`src/rtl/cti_pkg.sv`:
```
package cti_pkg;
  typedef enum logic [1:0] {
    REG_CTRL   = 2'd0,
    REG_RELOAD = 2'd1,
    REG_STAT   = 2'd2
  } reg_addr_e;

  localparam int CTRL_RUN_BIT = 0;
  localparam int CTRL_IE_BIT  = 1;
  localparam int CTRL_SEL_LSB = 2;
  localparam int STAT_FLAG_BIT = 0;

  // flag update: a new event wins over a clear in the same cycle
  function automatic logic flag_next(input logic cur, input logic set, input logic clr);
    if (set) return 1'b1;
    if (clr) return 1'b0;
    return cur;
  endfunction
endpackage

```
`src/rtl/cti_tick_select.sv`:
```
module cti_tick_select #(
  parameter int N_SRC = 4,
  localparam int SEL_W = $clog2(N_SRC)
) (
  input  logic [N_SRC-1:0] ticks,
  input  logic [SEL_W-1:0] sel,
  output logic             tick
);
  always_comb tick = ticks[sel];
endmodule

```
`src/rtl/cti_down_counter.sv`:
```
module cti_down_counter #(
  parameter int CNT_W = 8
) (
  input  logic             clk,
  input  logic             rst_n,
  input  logic             run,
  input  logic             tick,
  input  logic [CNT_W-1:0] reload,
  output logic [CNT_W-1:0] count,
  output logic             uflow
);
  localparam logic [CNT_W-1:0] ONE = CNT_W'(1);

  function automatic logic [CNT_W-1:0] step(input logic [CNT_W-1:0] cur,
                                            input logic [CNT_W-1:0] rl);
    return (cur <= ONE) ? rl : cur - ONE;
  endfunction

  logic [CNT_W-1:0] count_q;

  always_comb uflow = run && tick && (count_q == ONE);

  always_ff @(posedge clk or negedge rst_n) begin
    if (!rst_n)       count_q <= '0;
    else if (!run)    count_q <= reload;
    else if (tick)    count_q <= step(count_q, reload);
  end

  assign count = count_q;
endmodule

```
`src/rtl/cti_irq_drive.sv`:
```
module cti_irq_drive
  import cti_pkg::*;
(
  input  logic clk,
  input  logic rst_n,
  input  logic set,
  input  logic clr,
  input  logic ie,
  output logic flag,
  output logic irq_oe
);
  logic flag_q, oe_q;

  always_ff @(posedge clk or negedge rst_n) begin
    if (!rst_n) begin
      flag_q <= 1'b0;
      oe_q   <= 1'b0;
    end else begin
      flag_q <= flag_next(flag_q, set, clr);
      oe_q   <= flag_q && ie;
    end
  end

  assign flag   = flag_q;
  assign irq_oe = oe_q;
endmodule

```
`src/rtl/cycle_timer_irq.sv`:
```
module cycle_timer_irq
  import cti_pkg::*;
#(
  parameter int CNT_W = 8,
  parameter int N_SRC = 4,
  localparam int SEL_W = $clog2(N_SRC)
) (
  input  logic             clk,
  input  logic             rst_n,
  input  logic [N_SRC-1:0] src_ticks,
  input  logic             wr_en,
  input  logic [1:0]       wr_addr,
  input  logic [CNT_W-1:0] wr_data,
  input  logic [1:0]       rd_addr,
  output logic [CNT_W-1:0] rd_data,
  output logic             irq_oe
);
  logic             run_q, ie_q;
  logic [SEL_W-1:0] sel_q;
  logic [CNT_W-1:0] reload_q;
  logic [CNT_W-1:0] count;
  logic             sel_tick, uflow, flag, clr_wr;

  always_ff @(posedge clk or negedge rst_n) begin
    if (!rst_n) begin
      run_q    <= 1'b0;
      ie_q     <= 1'b0;
      sel_q    <= '0;
      reload_q <= '0;
    end else if (wr_en) begin
      if (wr_addr == REG_CTRL) begin
        run_q <= wr_data[CTRL_RUN_BIT];
        ie_q  <= wr_data[CTRL_IE_BIT];
        sel_q <= wr_data[CTRL_SEL_LSB +: SEL_W];
      end
      if (wr_addr == REG_RELOAD) reload_q <= wr_data;
    end
  end

  always_comb clr_wr = wr_en && (wr_addr == REG_STAT) && !wr_data[STAT_FLAG_BIT];

  always_comb begin
    rd_data = '0;
    case (rd_addr)
      REG_CTRL: begin
        rd_data[CTRL_RUN_BIT] = run_q;
        rd_data[CTRL_IE_BIT]  = ie_q;
        rd_data[CTRL_SEL_LSB +: SEL_W] = sel_q;
      end
      REG_RELOAD: rd_data = reload_q;
      REG_STAT:   rd_data[STAT_FLAG_BIT] = flag;
      default:    rd_data = '0;
    endcase
  end

  cti_tick_select #(.N_SRC(N_SRC)) u_sel (
    .ticks(src_ticks), .sel(sel_q), .tick(sel_tick)
  );

  cti_down_counter #(.CNT_W(CNT_W)) u_cnt (
    .clk(clk), .rst_n(rst_n), .run(run_q), .tick(sel_tick),
    .reload(reload_q), .count(count), .uflow(uflow)
  );

  cti_irq_drive u_irq (
    .clk(clk), .rst_n(rst_n), .set(uflow), .clr(clr_wr), .ie(ie_q),
    .flag(flag), .irq_oe(irq_oe)
  );
endmodule

```
`config.mk`:
```
export PLATFORM = sky130hd
export DESIGN_NAME = cycle_timer_irq
export DESIGN_NICKNAME = d
export VERILOG_FILES = /design/src/rtl/cti_pkg.sv /design/src/rtl/cti_tick_select.sv /design/src/rtl/cti_down_counter.sv /design/src/rtl/cti_irq_drive.sv /design/src/rtl/cycle_timer_irq.sv
export SDC_FILE = /design/constraint.sdc
export NUM_CORES = 1
export LEC_CHECK = 0
export CAP_MARGIN = 20
export CORE_MARGIN = 2
export CORE_UTILIZATION = 53
export DETAILED_ROUTE_END_ITERATION = 16
export HOLD_SLACK_MARGIN = 0.08
export PLACE_DENSITY = 0.92
export SKIP_LAST_GASP = 1
export SLEW_MARGIN = 15
export SYNTH_ARGS = -nofsm -noshare
export SYNTH_HDL_FRONTEND = slang
export SYNTH_SLANG_ARGS = --single-unit
```
`constraint.sdc`:
```
create_clock -name clk -period 4 [get_ports clk]
set_clock_uncertainty 0.1 [all_clocks]
set_input_delay 1 -clock clk [delete_from_list [all_inputs] [get_ports clk]]
set_output_delay 1 -clock clk [all_outputs]
set_load 0.03 [all_outputs]
```
After elaboration in Yosys (flattened, before gate mapping). Cells that the tools add are included.

Register bits after elaboration: 22. Input bits: 19. Output and inout bits: 9. Logic and storage cells: 42.

Add/subtract/negate cells: 1. Order comparisons: 2. Eq/ne operators: 6. Mux-type cells: 15. Reductions and logical operators: 11.

Operator list (number): 8-bit 2-to-1 mux (3); 8-bit by 1-bit equality test with 1-bit output, second input constant (1); 8-bit by 1-bit less-or-equal comparator with 1-bit output, second input constant (1); 1-bit 2-to-1 mux (8); 8-bit by 1-bit subtractor with 8-bit output, second input constant (1); 3-bit one-hot mux with 2 select lines (1); 1-bit logical AND (5); 2-bit by 1-bit equality test with 1-bit output, second input constant (2); 2-bit equality test, second input constant (2); 2-bit zero test (2); 4-bit 2-to-1 mux (1); 2-bit AND reduction (2); 2-bit by 3-bit < comparator with 1-bit output, second input constant (1); 1-bit one-hot mux with 3 select lines (1); 1-bit binary-select mux with 2-bit select (1); 2-bit by 1-bit inequality test with 1-bit output, second input constant (1); 2-bit nonzero test (1); 1-bit zero test (1).

Depth between registers and ports, before layout. Gate-level depths: netlist of the first run.

Depth after elaboration: 8. Gate-level depth with buffers: 7. Mapped depth without buffers: 6.

Cells and area by module. A second synthesis of the first run with hierarchy kept.

Cells, all modules: 109. Area, all modules: 1238.7 um^2.

Modules (own cells, without submodules): cycle_timer_irq (times used 1, cells each 41, area an instance 583.1 um^2, sequential area each 300.3 um^2); cti_down_counter (times used 1, cells each 62, area an instance 565.5 um^2, sequential area each 200.2 um^2); cti_irq_drive (times used 1, cells each 5, area an instance 67.6 um^2, sequential area each 50.0 um^2); cti_tick_select (times used 1, cells each 1, area an instance 22.5 um^2, sequential area each 0.0 um^2).

Worst setup path before layout of the first run. Ideal clock, no wire load.

Path kind: input to output. From: in rd_addr[1]. To: out rd_data[0]. Arrival time: 1.793 ns. Data required time: 2.900 ns. Slack: 1.107 ns. Cell stages on the path: 2. Buffers on the path: 0. Cell sequence: mux2i_1 -> o21ai_0.

Longest elaborated chain between the ends: 2. Elaborated cells between the ends (all ways): 4. Classes of those cells: eq/ne (2); mux (1); reduce/logical (1).

Ends and longest elaborated chain: start, declared (line cycle_timer_irq.sv:14) `input logic [1:0] rd_addr,`; 2-bit equality test (tied with other cells) (line cycle_timer_irq.sv:44) `case (rd_addr)`; 1-bit one-hot mux with 3 select lines * (line cycle_timer_irq.sv:44); end, declared (line cycle_timer_irq.sv:15) `output logic [CNT_W-1:0] rd_data,`.

Mark *: on every way between the ends. The rest lies on a longest branch, timed or not.

Worst setup path after layout of the first run. Ends and elaborated chain as after synthesis.

==> flow_summary.json, run 1 <==
{
  "finalCriticalPeriod_ns": 3.89,
  "whs_ns": 0.433,
  "ys_types": 32,
  "cts_tree": "built",
  "wl_um": 2840,
  "yosysSeqAreaShare": 0.454,
  "synth_area_leaders": "dfrtp_1 45%, mux2_2 11%, mux2i_1 5.0%, o21ai_0 3.3%, and2_1 2.6%",
  "post_cts_buffers": 0,
  "postLayoutCellArea_sq_mm": 0.00154,
  "dieHeight_um": 51.8,
  "fp.dieW_um": 51.8,
  "end_kind": "primary output",
  "crit_type": "input port to primary output",
  "antenna_found_initial": 0,
  "hp-class": "flip-flop to flip-flop",
  "clock_sinks": 22,
  "crit_arrival_ns": 2.79,
  "fin_crit_sh": 0.974,
  "routedWlPerCell_um": 16.9,
  "status": "finished, final reports clean",
  "crit_fanout": 5,
  "area_growth_pct": 27.0,
  "hold_violations": 0,
  "gp_congestion": 0.868,
  "synth_edf_count": 0,
  "insertion_delay_ns": 0.30,
  "rsz0062_at_grt": "false",
  "ys.flop_type": "dfrtp_1",
  "crit_slowest_cell": "clkdlybuf4s50_1",
  "ir_worst_vdd_v": 0.000345,
  "grt_pass1_wl_um": 4710,
  "overflow": 0,
  "clockBufferDepth": 2,
  "diodes": 0,
  "tightestPinTransition_ns": 0.662,
  "grt_max_degree": 23,
  "cts_root_buf": "clkbuf_4",
  "synth_top_area_cell": "dfrtp_1",
  "fin_setup_tns_ns": 0,
  "clkTransAtPathRegs_ns": 0.12,
  "vias": 985,
  "cts.repair.resized": 0,
  "cpPeakStageDelay_ns": 0.72,
  "placed_cells": 164,
  "rows": 17,
  "fin_util": 0.703,
  "r2r_slack_ns": 1.78,
  "netlist.area_leader.share": 0.454,
  "final_cell_mix": "27 x clkdlybuf4s50_1, 22 x dfrtp_1, 12 x mux2_2",
  "timing.final.max_slew_violations": 0,
  "crit_top_cell": "clkdlybuf4s50_1",
  "syn-cell-area_sq_mm": 0.00121,
  "first_pass_iters": 4,
  "drive_above_1_share": 0.157,
  "groute.usage.overall": 0.236,
  "dpl.hpwl_um": 2210,
  "netlist_instances": 112,
  "instances_no_fill": 168,
  "grt_pass1_vias": 1024,
  "power.density_mw_per_mm2": 481,
  "layout_commonest_cell": "clkdlybuf4s50_1",
  "io_buffers": 27,
  "vias_per_cell": 5.86,
  "numCtsBuffers": 3,
  "placedInstanceArea_sq_mm": 0.00150,
  "fmax_mhz": 257,
  "drv_cap": 0,
  "synthesis.nets": 133,
  "setup_viol": 0,
  "path_cells": "clkdlybuf4s50_1, nor2b_1, nand2_1, o21ai_0, clkdlybuf4s50_1",
  "coreArea_sq_mm": 0.00219,
  "async_flop_share": 1.00,
  "synth.avg_cell_area_sq_um": 10.8,
  "drt_iter0_markers": 18,
  "ctsHoldBuffers": 0,
  "dieArea_sq_mm": 0.00269,
  "relSlewSlack": 0.558,
  "nets": 163,
  "postRouteAntennaNets": 0,
  "drc": 0,
  "synth_warnings": 0,
  "num_io_pins": 28,
  "ys_ff_latch": 22,
  "start_kind": "input port",
  "power.leakage_nw": 0.640,
  "crit_required_ns": 2.90,
  "initial_utilization": 0.553,
  "htreeDepth": 1,
  "fillers": 166
}
## worst paths after layout
kind                                start              to  cells past startpoint
min reg2reg                    u_irq.flag      u_irq.flag                      2
min                            u_irq.flag      u_irq.flag                      2
max reg2reg                u_cnt.count[3]  u_cnt.count[3]                      4
max in group asynchronous           rst_n  u_cnt.count[4]                      2
min in group asynchronous           rst_n    u_irq.irq_oe                      1
max                            rd_addr[1]      rd_data[0]                      5
## per-stage QoR
step / total power, W / worst slack, ns
after floorplan: 0.000551 / 1.11
after global placement: 0.000624 / 0.275
after detailed placement: 0.000645 / 0.161
after CTS: 0.000739 / 0.153
after global routing: 0.000791 / 0.0754
final: 0.000742 / 0.105
## synthesized netlist by cell type (2+ instances only)
library cell,instances
o2bb2a_1,2
o2bb2ai_1,2
nor2_1,7
mux2_2,12
a21oi_1,3
and2_1,5
dfrtp_1,22
nor4b_1,2
o21ai_0,8
ha_1,2
nand4_1,3
inv_1,5
nand3_1,2
nor3_1,2
nor2b_1,3
clkbuf_1,3
o21ai_2,2
mux2i_1,6
nand2_1,6
a22oi_1,2
nand2b_1,2
## worst max-delay path, delay by kind of cell
family          cells  cell delay [ns]
compound gates      1             0.12
buf+inv             2             1.21
simple gates        2             0.46
## sequential cells by signal, indices dropped and copies added (netlist names)
name / flops
run_q: 1
reload_q: 8
sel_q: 2
u_cnt.count: 8
u_irq.flag: 1
u_irq.irq_oe: 1
ie_q: 1
## power by group
part	switching [W]	total (W)	leakage, nW	internal, W
Clock	0.0000621	0.0000971	0.0138	0.0000350
Sequential	0.0000807	0.000368	0.263	0.000287
Combinational	0.000141	0.000277	0.363	0.000136
## layer usage
metal | track usage | vias to the layer above | part of all wire
met4 | 0.0789 | 0 | 0.023
li1 | - | 469 | -
met2 | 0.414 | 28 | 0.54
met5 | 0 | - | 0
met1 | 0.302 | 480 | 0.39
met3 | 0.0230 | 8 | 0.045
## logic make-up (layout without fill, tap and decap cells)
kind of cell,after synthesis,in the layout,synth area share
buffers and inverters,9,37,0.0341
multiplexers,19,19,0.180
AO/OA/AOI/OAI,23,23,0.137
adder cells (fa/ha/maj),2,2,0.0206
flip-flops,22,22,0.454
AND/OR/NAND/NOR,37,37,0.174
## layout make-up
type	instances	area, sq um	share of cell area
sequential	22	551	0.357
clock buffer	3	22.5	0.0146
inverter	5	18.8	0.0122
multi-input combinational	81	621	0.403
timing repair buffer	29	293	0.190
tap	28	35.0	0.0227
Note: power is estimated with default switching activity, not from simulation.
==> run 2, diff against run 1 <==
TNS_END_PERCENT = 50   (was unset)
==> results of run 2 <==
The final DEF is identical to that of run 1; final timing and power are the same.
==> run 3, diff against run 2 <==
ABC_AREA = 1   (was unset)
PLACE_DENSITY = 0.91   (was 0.92)
clock period = 4.9 ns   (was 4 ns; I/O delays follow)
==> flow_summary.json, run 3 <==
{
  "status": "finished, final reports clean",
  "coreArea_sq_mm": 0.00225,
  "io_buffers": 27,
  "cts_root_buf": "clkbuf_4",
  "htreeDepth": 1,
  "netlist_instances": 181,
  "grt_max_degree": 23,
  "gp_congestion": 0.808,
  "muxShareOfSynthArea": 0,
  "grt-busiest-layer": "met2",
  "placedInstanceArea_sq_mm": 0.00159,
  "relSlewSlack": 0.658,
  "ys_ff_latch": 22,
  "synth_area_leaders": "dfrtp_1 43%, nand2_1 15%, nand3_1 9.7%, inv_1 8.4%, nor2_1 5.2%",
  "final_cell_mix": "51 x nand2_1, 29 x inv_1, 27 x clkdlybuf4s50_1",
  "use_met1": 0.315,
  "dieArea_sq_mm": 0.00285,
  "rsz0062_at_grt": "false",
  "grt_pass1_wl_um": 5180,
  "routedWlPerCell_um": 12.5,
  "numCtsBuffers": 3,
  "post_cts_buffers": 0,
  "synth_compound_area_frac": 0.107,
  "synthSimpleGateAreaFrac": 0.349,
  "antenna_found_initial": 0,
  "crit_required_ns": 3.58,
  "async_flop_share": 1.00,
  "yosysSeqAreaShare": 0.426,
  "ys_types": 19,
  "drt_iter0_markers": 38,
  "fmax_mhz": 237,
  "synthesis.nets": 202,
  "setup_ws_ns": 0.679,
  "postRouteAntennaNets": 0,
  "synth_top_family_by_area": "simple AND/OR/NAND/NOR gates",
  "layout_commonest_cell": "nand2_1",
  "synth_top_area_cell": "dfrtp_1",
  "postLayoutCellArea_sq_mm": 0.00164,
  "first_pass_iters": 5,
  "synth-xor-area-share": 0.00678,
  "ir_worst_vdd_v": 0.000251,
  "synth_warnings": 0,
  "placed_cells": 234,
  "insertion_delay_ns": 0.31,
  "rows": 17,
  "instances_no_fill": 239,
  "power.density_mw_per_mm2": 391,
  "num_io_pins": 28,
  "crit_fanout": 8,
  "end_kind": "primary output",
  "vias": 1270,
  "finalCriticalPeriod_ns": 4.22,
  "cts.repair.resized": 0,
  "diodes": 0,
  "fin_setup_tns_ns": 0,
  "vias_per_cell": 5.31,
  "ctsHoldBuffers": 0,
  "grt_use_met2": 0.444,
  "overflow": 0,
  "setup_viol": 0,
  "clock_sinks": 22,
  "synth.avg_cell_area_sq_um": 7.13,
  "start_kind": "input port",
  "nets": 233,
  "syn-cell-area_sq_mm": 0.00129,
  "yosysMostFrequentCell": "nand2_1",
  "power.leakage_nw": 0.824,
  "dieHeight_um": 53.4,
  "total_power_w": 0.000640,
  "drv_cap": 0,
  "area_growth_pct": 26.8,
  "crit_arrival_ns": 2.90,
  "clockBufferDepth": 2,
  "synthAdderAreaFrac": 0.0194,
  "grt_pass1_vias": 1200,
  "drc": 0,
  "hp-class": "flip-flop to flip-flop",
  "groute.usage.overall": 0.246,
  "fillers": 198,
  "timing.final.max_slew_violations": 0,
  "tightestPinTransition_ns": 0.512,
  "fp.dieW_um": 53.4,
  "netlist.area_leader.share": 0.426,
  "dpl.hpwl_um": 2290,
  "hold_violations": 0,
  "drive_above_1_share": 0.0758,
  "synth_edf_count": 0,
  "wl_um": 3000,
  "crit_type": "input port to primary output",
  "cts_tree": "built",
  "ys.flop_type": "dfrtp_1",
  "clkTransAtPathRegs_ns": 0.12,
  "use_met3": 0.0339,
  "synth_common_cells": "51 x nand2_1, 29 x inv_1, 25 x nand3_1, 22 x dfrtp_1, 18 x nor2_1",
  "initial_utilization": 0.573,
  "dp_slack_ns": 0.717,
  "fin_crit_sh": 0.861
}
run 3: power breakdown:
group	switching, W	internal (W)	total [W]	leakage, nW
clock	0.0000561	0.0000454	0.000101	0.0210
sequential	0.0000514	0.000225	0.000277	0.263
combinational	0.000160	0.000102	0.000262	0.540
total	0.000268	0.000372	0.000640	0.824
run 3: path summary, 6_finish.rpt:
kind	startpoint	end	slack (ns)	cells after the start
min in group asynchronous	rst_n	sel_q[1]	1.11	1
max in group asynchronous	rst_n	u_cnt.count[4]	3.16	2
worst max register to register	u_cnt.count[0]	u_cnt.count[1]	3.18	7
worst min register to register	u_irq.flag	u_irq.irq_oe	0.41	2
worst min-delay path	u_irq.flag	u_irq.irq_oe	0.41	2
worst max-delay path	rd_addr[0]	rd_data[1]	0.68	6
run 3: layer usage:
metal | share of wire | routed length [um] | vias to the layer above
met3 | 0.050 | 149 | 4
met5 | 0 | 0 | -
li1 | - | - | 631
met4 | 0.0047 | 14 | 0
met1 | 0.44 | 1330 | 586
met2 | 0.50 | 1500 | 49
run 3: cells by family after synthesis:
group,after synthesis
adders and majority gates,2
AOI/OAI and AO/OA,22
xor gates and xnor gates,1
buffers and inverters,31
and+or+nand+nor,103
DFF,22
run 3: critical path, stage by stage:
cell	delay [ns]
clkdlybuf4s50_1	0.48
inv_1	0.05
nor2_1	0.08
inv_1	0.14
o21ai_0	0.21
clkdlybuf4s50_1	0.70
run 3: final cells by class:
cell class	count	area (sq um)	share of cell area
Timing Repair Buffer	28	285	0.174
Clock buffer	4	36.3	0.0222
Inverter	29	109	0.0665
Sequential cell	22	551	0.336
Tap cell	28	35.0	0.0214
Multi-Input combinational cell	128	622	0.380
run 3: metrics by stage:
step	util	hold WS (ns)
global route	0.726	0.446
floorplan	-	0.348
detailed placement	0.704	0.382
finish	0.726	0.413
global placement	0.704	0.370
CTS	0.720	0.412
